--- config.mk ---
export PLATFORM = sky130hd
export DESIGN_NAME = fu_avail_est
export DESIGN_NICKNAME = d
export VERILOG_FILES = /design/src/rtl/fu_avail_pkg.sv /design/src/rtl/avail_sat_counter.sv /design/src/rtl/avail_window_timer.sv /design/src/rtl/avail_usage_classifier.sv /design/src/rtl/fu_avail_est.sv
export SDC_FILE = /design/constraint.sdc
export NUM_CORES = 2
export LEC_CHECK = 0
export ABC_CLOCK_PERIOD_IN_PS = 12500
export BUFFER_PORTS_ARGS = -buffer_cell sky130_fd_sc_hd__buf_2
export CELL_PAD_IN_SITES_DETAIL_PLACEMENT = 1
export CELL_PAD_IN_SITES_GLOBAL_PLACEMENT = 1
export CORE_MARGIN = 4
export CORE_UTILIZATION = 45
export DETAILED_ROUTE_END_ITERATION = 6
export PLACE_DENSITY = 0.72
export SYNTH_ARGS = -nofsm -noshare
export SYNTH_HDL_FRONTEND = slang
export SYNTH_SLANG_ARGS = --single-unit
--- constraint.sdc ---
create_clock -name clk -period 12.5 [get_ports clk]
set_input_delay 1.25 -clock clk [delete_from_list [all_inputs] [get_ports clk]]
set_output_delay 1.25 -clock clk [all_outputs]
set_load 0.03 [all_outputs]
--- src/rtl/fu_avail_pkg.sv ---
package fu_avail_pkg;

   localparam int NCNT = 11;

   // counter slots (their order fixes the snapshot address map)
   localparam int C_MAPFULL = 0;
   localparam int C_IQ0FULL = 1;
   localparam int C_IQ1FULL = 2;
   localparam int C_U0ONLY  = 3;
   localparam int C_U1ONLY  = 4;
   localparam int C_IDLE    = 5;
   localparam int C_ANYBUSY = 6;
   localparam int C_DONE0   = 7;
   localparam int C_DONE1   = 8;
   localparam int C_STALL   = 9;
   localparam int C_EVENTS  = 10;

   // register addresses
   localparam int A_WIN   = 0;
   localparam int A_STHR  = 1;
   localparam int A_ETHR  = 2;
   localparam int A_RATE  = 3;
   localparam int A_SNAP0 = 4;
   localparam int A_STAT  = A_SNAP0 + NCNT;

   // ratios are expressed in 1/256 units
   localparam int FRAC_SH = 8;

   typedef enum logic [1:0] {
      CAUSE_NONE  = 2'd0,
      CAUSE_UNIT  = 2'd1,
      CAUSE_CACHE = 2'd2
   } stall_cause_e;

endpackage

--- src/rtl/avail_sat_counter.sv ---
module avail_sat_counter #(
   parameter int CNT_W = 16,
   parameter int INC_W = 2
) (
   input  logic             clk,
   input  logic             rst_n,
   input  logic [INC_W-1:0] inc,
   input  logic             win_end,
   output logic [CNT_W-1:0] snap
);

   localparam logic [CNT_W-1:0] MAXV = {CNT_W{1'b1}};

   if (INC_W > CNT_W) begin : g_bad_inc
      $error("avail_sat_counter: INC_W must not exceed CNT_W");
   end

   logic [CNT_W-1:0] cnt;
   logic [CNT_W:0]   sum;
   logic [CNT_W-1:0] nxt;

   always_comb begin
      sum = {1'b0, cnt} + (CNT_W+1)'(inc);
      nxt = sum[CNT_W] ? MAXV : sum[CNT_W-1:0];
   end

   always_ff @(posedge clk or negedge rst_n) begin
      if (!rst_n) begin
         cnt  <= '0;
         snap <= '0;
      end else if (win_end) begin
         cnt  <= '0;
         snap <= nxt;
      end else begin
         cnt  <= nxt;
      end
   end

   // inside a window the count never moves backwards
   assert_no_wrap_R7: assert property (@(posedge clk) disable iff (!rst_n)
      !win_end |=> cnt >= $past(cnt));

   // a full counter stays full until its window closes
   assert_hold_max_R7: assert property (@(posedge clk) disable iff (!rst_n)
      (cnt == MAXV && !win_end) |=> cnt == MAXV);

   // a closing window restarts the live count
   assert_clear_R6: assert property (@(posedge clk) disable iff (!rst_n)
      win_end |=> cnt == '0);

   // the readable copy changes only at a window boundary
   assert_snap_hold_R10: assert property (@(posedge clk) disable iff (!rst_n)
      !win_end |=> $stable(snap));

endmodule

--- src/rtl/avail_window_timer.sv ---
module avail_window_timer #(
   parameter int WIN_W = 16
) (
   input  logic             clk,
   input  logic             rst_n,
   input  logic [WIN_W-1:0] win_len,
   output logic [WIN_W-1:0] win_eff,
   output logic             win_end
);

   logic [WIN_W-1:0] cyc;
   logic [WIN_W:0]   cyc_p1;

   always_comb begin
      win_eff = (win_len == '0) ? WIN_W'(1) : win_len;
      cyc_p1  = {1'b0, cyc} + (WIN_W+1)'(1);
      win_end = cyc_p1 >= {1'b0, win_eff};
   end

   always_ff @(posedge clk or negedge rst_n) begin
      if (!rst_n)       cyc <= '0;
      else if (win_end) cyc <= '0;
      else              cyc <= cyc + WIN_W'(1);
   end

   // the cycle index always starts over after a boundary
   assert_restart_R6: assert property (@(posedge clk) disable iff (!rst_n)
      win_end |=> cyc == '0);

endmodule

--- src/rtl/avail_usage_classifier.sv ---
module avail_usage_classifier
   import fu_avail_pkg::*;
#(
   parameter int CNT_W  = 16,
   parameter int WIN_W  = 16,
   parameter int THR_W  = 8,
   parameter int RATE_W = 2
) (
   input  logic              clk,
   input  logic              rst_n,
   input  logic              win_end,
   input  logic [WIN_W-1:0]  win_eff,
   input  logic [THR_W-1:0]  stall_thr,
   input  logic [THR_W-1:0]  evt_thr,
   input  logic [RATE_W-1:0] max_rate,
   input  logic [CNT_W-1:0]  stall_snap,
   input  logic [CNT_W-1:0]  evt_snap,
   output logic              usage_high,
   output logic              class_valid
);

   localparam int LHS_W = CNT_W + FRAC_SH;
   localparam int RHS_W = THR_W + RATE_W + WIN_W;
   localparam int CMP_W = ((LHS_W > RHS_W) ? LHS_W : RHS_W) + 1;

   logic [WIN_W-1:0]  l_win;
   logic [THR_W-1:0]  l_sthr, l_ethr;
   logic [RATE_W-1:0] l_rate;
   logic [CMP_W-1:0]  stall_lhs, stall_rhs, evt_lhs, evt_rhs;

   // settings are frozen with the snapshots so the verdict matches its window
   always_ff @(posedge clk or negedge rst_n) begin
      if (!rst_n) begin
         class_valid <= 1'b0;
         l_win       <= '0;
         l_sthr      <= '0;
         l_ethr      <= '0;
         l_rate      <= '0;
      end else begin
         class_valid <= win_end;
         if (win_end) begin
            l_win  <= win_eff;
            l_sthr <= stall_thr;
            l_ethr <= evt_thr;
            l_rate <= max_rate;
         end
      end
   end

   always_comb begin
      stall_lhs  = CMP_W'(stall_snap) << FRAC_SH;
      evt_lhs    = CMP_W'(evt_snap) << FRAC_SH;
      stall_rhs  = CMP_W'(l_sthr) * CMP_W'(l_win);
      evt_rhs    = CMP_W'(l_ethr) * CMP_W'(l_rate) * CMP_W'(l_win);
      usage_high = (stall_lhs > stall_rhs) || (evt_lhs > evt_rhs);
   end

   // the verdict moves only together with the valid pulse
   assert_stable_R8: assert property (@(posedge clk) disable iff (!rst_n)
      !class_valid |-> $stable(usage_high));

   // a window with neither stalls nor results is never high usage
   assert_quiet_low_R8: assert property (@(posedge clk) disable iff (!rst_n)
      (stall_snap == '0 && evt_snap == '0) |-> !usage_high);

endmodule

--- src/rtl/fu_avail_est.sv ---
module fu_avail_est
   import fu_avail_pkg::*;
#(
   parameter int CNT_W           = 16,
   parameter int WIN_W           = 16,
   parameter int THR_W           = 8,
   parameter int RATE_W          = 2,
   parameter int DATA_W          = 16,
   parameter int ADDR_W          = 4,
   parameter int WIN_RESET       = 1000,
   parameter int STALL_THR_RESET = 0,
   parameter int EVT_THR_RESET   = 128,
   parameter int RATE_RESET      = 2
) (
   input  logic              clk,
   input  logic              rst_n,
   input  logic              map_full,
   input  logic [1:0]        iq_full,
   input  logic [1:0]        unit_busy,
   input  logic [1:0]        unit_result,
   input  logic              stall_cache,
   input  logic              stall_unit,
   input  logic              reg_wr,
   input  logic [ADDR_W-1:0] reg_addr,
   input  logic [WIN_W-1:0]  reg_wdata,
   output logic [DATA_W-1:0] reg_rdata,
   output logic              usage_high,
   output logic              class_valid,
   output logic [1:0]        last_stall_cause
);

   // elaboration-time parameter checks
   if (WIN_W < THR_W || WIN_W < RATE_W) begin : g_bad_wdata
      $error("fu_avail_est: write data (WIN_W) narrower than a setting field");
   end
   if (DATA_W < CNT_W || DATA_W < WIN_W || DATA_W < 3) begin : g_bad_rdata
      $error("fu_avail_est: DATA_W too narrow for readout");
   end
   if (A_STAT >= (1 << ADDR_W)) begin : g_bad_addr
      $error("fu_avail_est: ADDR_W too small for the register map");
   end
   if (CNT_W < 2) begin : g_bad_cnt
      $error("fu_avail_est: CNT_W must be at least 2");
   end

   // settings
   logic [WIN_W-1:0]  win_len;
   logic [THR_W-1:0]  stall_thr, evt_thr;
   logic [RATE_W-1:0] max_rate;

   always_ff @(posedge clk or negedge rst_n) begin
      if (!rst_n) begin
         win_len   <= WIN_W'(WIN_RESET);
         stall_thr <= THR_W'(STALL_THR_RESET);
         evt_thr   <= THR_W'(EVT_THR_RESET);
         max_rate  <= RATE_W'(RATE_RESET);
      end else if (reg_wr) begin
         case (reg_addr)
            ADDR_W'(A_WIN):  win_len   <= reg_wdata;
            ADDR_W'(A_STHR): stall_thr <= reg_wdata[THR_W-1:0];
            ADDR_W'(A_ETHR): evt_thr   <= reg_wdata[THR_W-1:0];
            ADDR_W'(A_RATE): max_rate  <= reg_wdata[RATE_W-1:0];
            default: ;
         endcase
      end
   end

   // window timing
   logic             win_end;
   logic [WIN_W-1:0] win_eff;

   avail_window_timer #(.WIN_W(WIN_W)) u_timer (
      .clk     (clk),
      .rst_n   (rst_n),
      .win_len (win_len),
      .win_eff (win_eff),
      .win_end (win_end)
   );

   // per-cycle increments for each counter slot
   logic [1:0] inc [NCNT];

   always_comb begin
      inc[C_MAPFULL] = {1'b0, map_full};
      inc[C_IQ0FULL] = {1'b0, iq_full[0]};
      inc[C_IQ1FULL] = {1'b0, iq_full[1]};
      inc[C_U0ONLY]  = {1'b0, unit_busy[0] & ~unit_busy[1]};
      inc[C_U1ONLY]  = {1'b0, unit_busy[1] & ~unit_busy[0]};
      inc[C_IDLE]    = {1'b0, ~(unit_busy[0] | unit_busy[1])};
      inc[C_ANYBUSY] = {1'b0, unit_busy[0] | unit_busy[1]};
      inc[C_DONE0]   = {1'b0, unit_result[0]};
      inc[C_DONE1]   = {1'b0, unit_result[1]};
      inc[C_STALL]   = {1'b0, map_full | iq_full[0] | iq_full[1]};
      inc[C_EVENTS]  = {1'b0, unit_result[0]} + {1'b0, unit_result[1]};
   end

   logic [CNT_W-1:0] snap [NCNT];

   for (genvar k = 0; k < NCNT; k++) begin : g_cnt
      avail_sat_counter #(.CNT_W(CNT_W), .INC_W(2)) u_cnt (
         .clk     (clk),
         .rst_n   (rst_n),
         .inc     (inc[k]),
         .win_end (win_end),
         .snap    (snap[k])
      );
   end

   avail_usage_classifier #(
      .CNT_W  (CNT_W),
      .WIN_W  (WIN_W),
      .THR_W  (THR_W),
      .RATE_W (RATE_W)
   ) u_class (
      .clk         (clk),
      .rst_n       (rst_n),
      .win_end     (win_end),
      .win_eff     (win_eff),
      .stall_thr   (stall_thr),
      .evt_thr     (evt_thr),
      .max_rate    (max_rate),
      .stall_snap  (snap[C_STALL]),
      .evt_snap    (snap[C_EVENTS]),
      .usage_high  (usage_high),
      .class_valid (class_valid)
   );

   // last completion-stall reason, cache miss first
   stall_cause_e cause_q;

   always_ff @(posedge clk or negedge rst_n) begin
      if (!rst_n)           cause_q <= CAUSE_NONE;
      else if (stall_cache) cause_q <= CAUSE_CACHE;
      else if (stall_unit)  cause_q <= CAUSE_UNIT;
   end

   assign last_stall_cause = cause_q;

   // a cache-miss stall always wins the recorded reason
   assert_cache_first_R9: assert property (@(posedge clk) disable iff (!rst_n)
      stall_cache |=> last_stall_cause == CAUSE_CACHE);

   // with no stall reason present the recorded one is kept
   assert_cause_hold_R9: assert property (@(posedge clk) disable iff (!rst_n)
      (!stall_cache && !stall_unit) |=> $stable(last_stall_cause));

   // readout
   always_comb begin
      reg_rdata = '0;
      case (reg_addr)
         ADDR_W'(A_WIN):  reg_rdata = DATA_W'(win_len);
         ADDR_W'(A_STHR): reg_rdata = DATA_W'(stall_thr);
         ADDR_W'(A_ETHR): reg_rdata = DATA_W'(evt_thr);
         ADDR_W'(A_RATE): reg_rdata = DATA_W'(max_rate);
         ADDR_W'(A_STAT): reg_rdata = DATA_W'({usage_high, last_stall_cause});
         default: begin
            for (int k = 0; k < NCNT; k++) begin
               if (reg_addr == ADDR_W'(A_SNAP0 + k)) reg_rdata = DATA_W'(snap[k]);
            end
         end
      endcase
   end

endmodule

== Yosys cells after proc, flatten, opt, wreduce, memory -nomap -nowiden ==
Index checks and enable logic that the tools add are counted.

* Bits in registers: 439
* Logic and storage cells: 122

* Reductions and logical operators: 8
* Multiply operators: 3
* Equality and inequality tests: 15
* Add/sub/neg operators: 14
* Bitwise operators: 8
* Magnitude comparators: 3
* Muxes and demuxes: 38

{| class="wikitable"
|+ Operators by type and width
! kind !! number
|-
| 16-bit 2-to-1 mux || 35
|-
| 16-bit by 1-bit adder with 17-bit output || 10
|-
| 16-bit case mux with 5 select lines || 1
|-
| 4-bit equality test (second input constant) || 8
|-
| 24-bit by 26-bit greater-than comparator with 1-bit output || 1
|-
| 10-bit by 16-bit multiplier with 26-bit output || 1
|-
| 24-bit greater-than comparator || 1
|-
| 8-bit by 16-bit multiplier with 24-bit output || 1
|-
| 16-bit by 1-bit adder with 17-bit output (second input constant) || 1
|-
| 16-bit by 2-bit adder with 17-bit output || 1
|-
| 17-bit by 16-bit greater-or-equal comparator with 1-bit output || 1
|-
| 16-bit by 1-bit adder with 16-bit output (second input constant) || 1
|-
| 4-bit by 3-bit equality test with 1-bit output (second input constant) || 4
|-
| 16-bit zero test || 1
|-
| 8-bit by 2-bit multiplier with 10-bit output || 1
|-
| 4-bit by 2-bit equality test with 1-bit output (second input constant) || 2
|-
| 2-bit AND reduction || 4
|-
| 4-bit by 1-bit equality test with 1-bit output (second input constant) || 1
|-
| 4-bit zero test || 1
|-
| 2-bit 2-to-1 mux || 2
|-
| 1-bit NOT || 3
|-
| 1-bit bitwise OR || 3
|-
| 1-bit by 1-bit adder with 2-bit output || 1
|-
| 1-bit bitwise AND || 2
|-
| 2 further kinds || 2
|}

== Longest topological paths before layout ==
* Depth in word-level cells: 13
* Depth in mapped cells: 39

== Modules after synthesis ==
A second synthesis with hierarchy kept.

* Cells, all modules: 3448
* Area total of the unflattened synthesis: 33206.8 um^2

{| class="wikitable"
|+ By module, submodules not included
! module !! area each (um^2) !! cells an instance !! instances
|-
| avail_sat_counter (g_cnt[0].u_cnt ...) || 1512.7 || 144 || 10
|-
| avail_usage_classifier || 11434.7 || 1273 || 1
|-
| fu_avail_est || 3792.4 || 439 || 1
|-
| avail_sat_counter (g_cnt[9].u_cnt) || 1477.7 || 145 || 1
|-
| avail_window_timer || 1375.1 || 151 || 1
|}

== Worst setup path before layout ==
Ideal clock, no wire load.

* Kind: register to output
* From: reg u_class.l_rate[0]
* To: out reg_rdata[2]
* Cell stages (with the launch flop): 39
* Data required time: 11250 ps
* Slack: 2764 ps
* Arrival time: 8486 ps
* Path through: dfrtp_1 clkbuf_1 and2_1 ha_1 inv_1 fa_1 nor2b_1 o21ai_0 a21boi_0 o21ai_0 nand2b_1 a21oi_1 nor2_1 clkbuf_1 and2_1 fa_1 fa_1 fa_1 (+3 left out) inv_1 ha_1 a21oi_1 o21ai_0 a2111oi_2 nor2_2 o41a_1 a211o_1 a21oi_2 xor2_1 ha_1 nand2_1 nor2_1 nand4_1 nor3_1 nor4_1 a31o_2 a41o_1

* Word-level cells in the longest chain between the ends: 5

{| class="wikitable"
|+ RTL lines
! item !! line !! text
|-
| start, declared || avail_usage_classifier.sv:28 || <nowiki>logic [RATE_W-1:0] l_rate;</nowiki>
|-
| start signal, assigned || avail_usage_classifier.sv:45 || <nowiki>l_rate <= max_rate;</nowiki>
|-
| 8-bit by 2-bit multiplier with 10-bit output || avail_usage_classifier.sv:54 || <nowiki>evt_rhs = CMP_W'(l_ethr) * CMP_W'(l_rate) * CMP_W'(l_win);</nowiki>
|-
| 10-bit by 16-bit multiplier with 26-bit output || avail_usage_classifier.sv:54 ||
|-
| 24-bit by 26-bit greater-than comparator with 1-bit output || avail_usage_classifier.sv:55 || <nowiki>usage_high = (stall_lhs > stall_rhs) || (evt_lhs > evt_rhs);</nowiki>
|-
| 1-bit logical OR || avail_usage_classifier.sv:55 ||
|-
| named net usage_high || fu_avail_est.sv:27 || <nowiki>output logic usage_high,</nowiki>
|-
| 16-bit case mux with 5 select lines || fu_avail_est.sv:150 || <nowiki>case (reg_addr)</nowiki>
|-
| end, declared || fu_avail_est.sv:26 || <nowiki>output logic [DATA_W-1:0] reg_rdata,</nowiki>
|}

The timed path passes the listed nets, and every way through them passes these cells.

== Final worst setup path ==
* From: reg u_class.l_rate[0]
* To: out reg_rdata[2]

* Word-level cells in the longest chain between the ends: 5

{| class="wikitable"
|+ RTL lines
! item !! line
|-
| 8-bit by 2-bit multiplier with 10-bit output || avail_usage_classifier.sv:54
|-
| 10-bit by 16-bit multiplier with 26-bit output || avail_usage_classifier.sv:54
|-
| 24-bit by 26-bit greater-than comparator with 1-bit output || avail_usage_classifier.sv:55
|-
| 1-bit logical OR || avail_usage_classifier.sv:55
|-
| 16-bit case mux with 5 select lines || fu_avail_est.sv:150
|}

Every way passes these cells.

==> impl_metrics.env <==
export IMPL_status="finished clean"
export IMPL_final_hold_viol_count=0
export IMPL_viasPerCell=5.65
export IMPL_clock_path_buffers=3
export IMPL_die_w_um=273
export IMPL_drtPass1Iterations=5
export IMPL_numCtsBuffers=49
export IMPL_path_class="reg -> out"
export IMPL_dp_slack_ns=1.62
export IMPL_p_leak_nw=17.1
export IMPL_synth_top_area_frac=0.341
export IMPL_synth_edf_count=0
export IMPL_skew_ns=0.0264
export IMPL_grt_overflow_total=0
export IMPL_syn_cell_area_sq_um=31600
export IMPL_worst_path_max_fanout=16
export IMPL_clkSinkCount=439
export IMPL_setup_tns_ns=0
export IMPL_maxSlewHeadroom=0.189
export IMPL_period_minus_slack_ns=11.58
export IMPL_grt_total_usage=0.253
export IMPL_initial_utilization=0.457
export IMPL_p_total_w=0.00565
export IMPL_synth_cells=3228
export IMPL_powerDensity_nw_per_um2=166
export IMPL_grt_setup_unrepaired="false"
export IMPL_syn_num_nets=3638
export IMPL_routedWlPerCell_um=22.4
export IMPL_async_flop_share=1.00
export IMPL_maxCapViolations=0
export IMPL_worstMarginPinSlew_ns=1.21
export IMPL_fp_dieH_um=273
export IMPL_synth_seq_cells=439
export IMPL_required_ns=11.25
export IMPL_synth_yosys_warnings=0
export IMPL_synth_distinct_cells=76
export IMPL_critPathCaptureType="output pin"
export IMPL_drt_wl_total_um=93700
export IMPL_placementRows=96
export IMPL_ys_seq_area_frac=0.348
export IMPL_fmax_mhz=86.3
export IMPL_arrival_ns=10.33
export IMPL_cts_resized=0
export IMPL_synth_most_common_cell="dfrtp_1"
export IMPL_cts_tree="yes"
export IMPL_fin_util=0.494
export IMPL_post_dp_cell_area_sq_um=32600
export IMPL_antenna_found_initial=8
export IMPL_dp_hpwl_um=70100
export IMPL_core_sq_um=69100
export IMPL_post_cts_repair_setup_buffers=0
export IMPL_grt_pass1_wl_um=148000
export IMPL_drt_initial_drc_count=1467
export IMPL_numPortBuffers=51
export IMPL_setup_violations=0
export IMPL_vias=23600
export IMPL_cts_max_level=2
export IMPL_die_area_sq_um=74500
export IMPL_synth_flop_cell="dfrtp_1"
export IMPL_synth_top_area_cell="dfrtp_1"
export IMPL_ctsHoldBuffers=0
export IMPL_stdcell_area_sq_um=34100
export IMPL_synthTopCellsByCount="431 x dfrtp_1, 385 x nand2_1, 330 x inv_1, 204 x nor2_1, 196 x fa_1"
export IMPL_slowest_stage="xor2_1"
export IMPL_crit_top_cell="fa_1"
export IMPL_start_kind="register"
export IMPL_peakVddDrop_v=0.000102
export IMPL_reg2reg_slack_ns=7.11
export IMPL_drive_above_1_share=0.115
export IMPL_period_share=0.927
export IMPL_grt_max_degree=170
export IMPL_synth_area_leaders="dfrtp_1 34%, fa_1 12%, ha_1 7.2%"
export IMPL_cts_clk_slew_worst_paths_ns=0.06
export IMPL_final_nets=3615
export IMPL_io_pins=52
export IMPL_setup_ws_ns=0.917
export IMPL_syn_area_per_cell_sq_um=9.79
export IMPL_gp_congestion=0.908
export IMPL_slowest_delay_ns=0.95
export IMPL_ant_nets=0
export IMPL_slew_violations=0
export IMPL_hp_class="reg -> reg"
export IMPL_grt_pass1_vias=25800
export IMPL_drc_errors=0
export IMPL_cts_root_buf="clkbuf_16"
export IMPL_area_growth_pct=7.92
export IMPL_insertion_delay_ns=0.59
==> through the flow <==
step | hold WS, ns | std cells
final | 0.489 | 4177
after global routing | 0.512 | 4176
after CTS | 0.491 | 4174
after detailed placement | 0.478 | 4085
after global placement | 0.471 | 4085
after floorplan | 0.457 | 3228
==> cells in the final DEF (no fill, tap or decap), types with 22 or more instances in the layout <==
cell and instances:
a211oi_1 25, inv_1 330, nor2_1 204, a21oi_1 156, xnor2_1 96, clkbuf_16 49, a31oi_1 25, fa_1 196
nand2b_1 41, nand2_1 385, ha_1 182, a22oi_1 27, buf_4 22, xor2_1 74, mux2_4 50, nand3_1 89
dfrtp_1 431, and3_1 62, and2_1 157, nand4_1 32, buf_2 50, mux2i_1 89, o21ai_0 78, mux2_2 126
==> power breakdown <==
group	leakage, nW	switching (W)	internal (W)	total [W]
logic	10.5	0.00124	0.000888	0.00213
registers	5.84	0.000424	0.00169	0.00211
clock network	0.770	0.000599	0.000804	0.00140
==> area by class of cell <==
type / count / area [sq um]
antenna: 3 / 7.51
clock buffer: 66 / 1360
clock inverter: 23 / 178
fill: 7801 / 35000
inverter: 332 / 1250
multi-input combinational: 2309 / 18700
sequential: 439 / 11000
tap: 931 / 1160
timing repair buffer: 74 / 450
==> state kept, by name (all words and copies together), names as in the netlist <==
name	flops
g_cnt.u_cnt.cnt	176
u_timer.cyc	16
u_class.l_win	16
stall_thr	8
u_class.class_valid	1
last_stall_cause	2
evt_thr	8
u_class.l_ethr	8
win_len	16
g_cnt.u_cnt.snap	176
max_rate	2
u_class.l_sthr	8
u_class.l_rate	2
==> path summary, 6_finish.rpt <==
kind                                             start                      to  cells past startpoint
worst max-delay path                 u_class.l_rate[0]            reg_rdata[2]                     36
worst min-delay path            g_cnt[8].u_cnt.snap[4]  g_cnt[8].u_cnt.snap[4]                      1
worst max register to register          u_timer.cyc[0]  g_cnt[3].u_cnt.snap[9]                     16
worst min register to register  g_cnt[8].u_cnt.snap[4]  g_cnt[8].u_cnt.snap[4]                      1
max in group asynchronous                        rst_n  g_cnt[9].u_cnt.snap[4]                      3
min in group asynchronous                        rst_n  g_cnt[6].u_cnt.cnt[10]                      1
==> layer usage <==
metal	global-route usage	vias to the layer above	wire (um)
met5	0	-	34
met4	0.0919	4	3680
met3	0.0254	147	2960
met2	0.441	400	46800
met1	0.327	12300	40200
li1	-	10700	-
==> critical path, delay by kind of cell (launching register included) <==
| kind | cells | cell delay (ns) |
|---|---|---|
| compound gates | 14 | 2.96 |
| simple gates | 8 | 1.31 |
| flops | 1 | 0.55 |
| buf+inv | 4 | 0.37 |
| xor+xnor | 2 | 1.12 |
| fa+ha+maj | 8 | 3.48 |
==> cells by family after synthesis <==
logic type / share of synthesized area
flip-flops: 0.348
adder cells (fa/ha/maj): 0.196
multiplexers: 0.100
AO/OA/AOI/OAI: 0.0872
AND/OR/NAND/NOR: 0.160
buffers and inverters: 0.0610
XOR/XNOR: 0.0471
(Power assumes the default switching activity.)
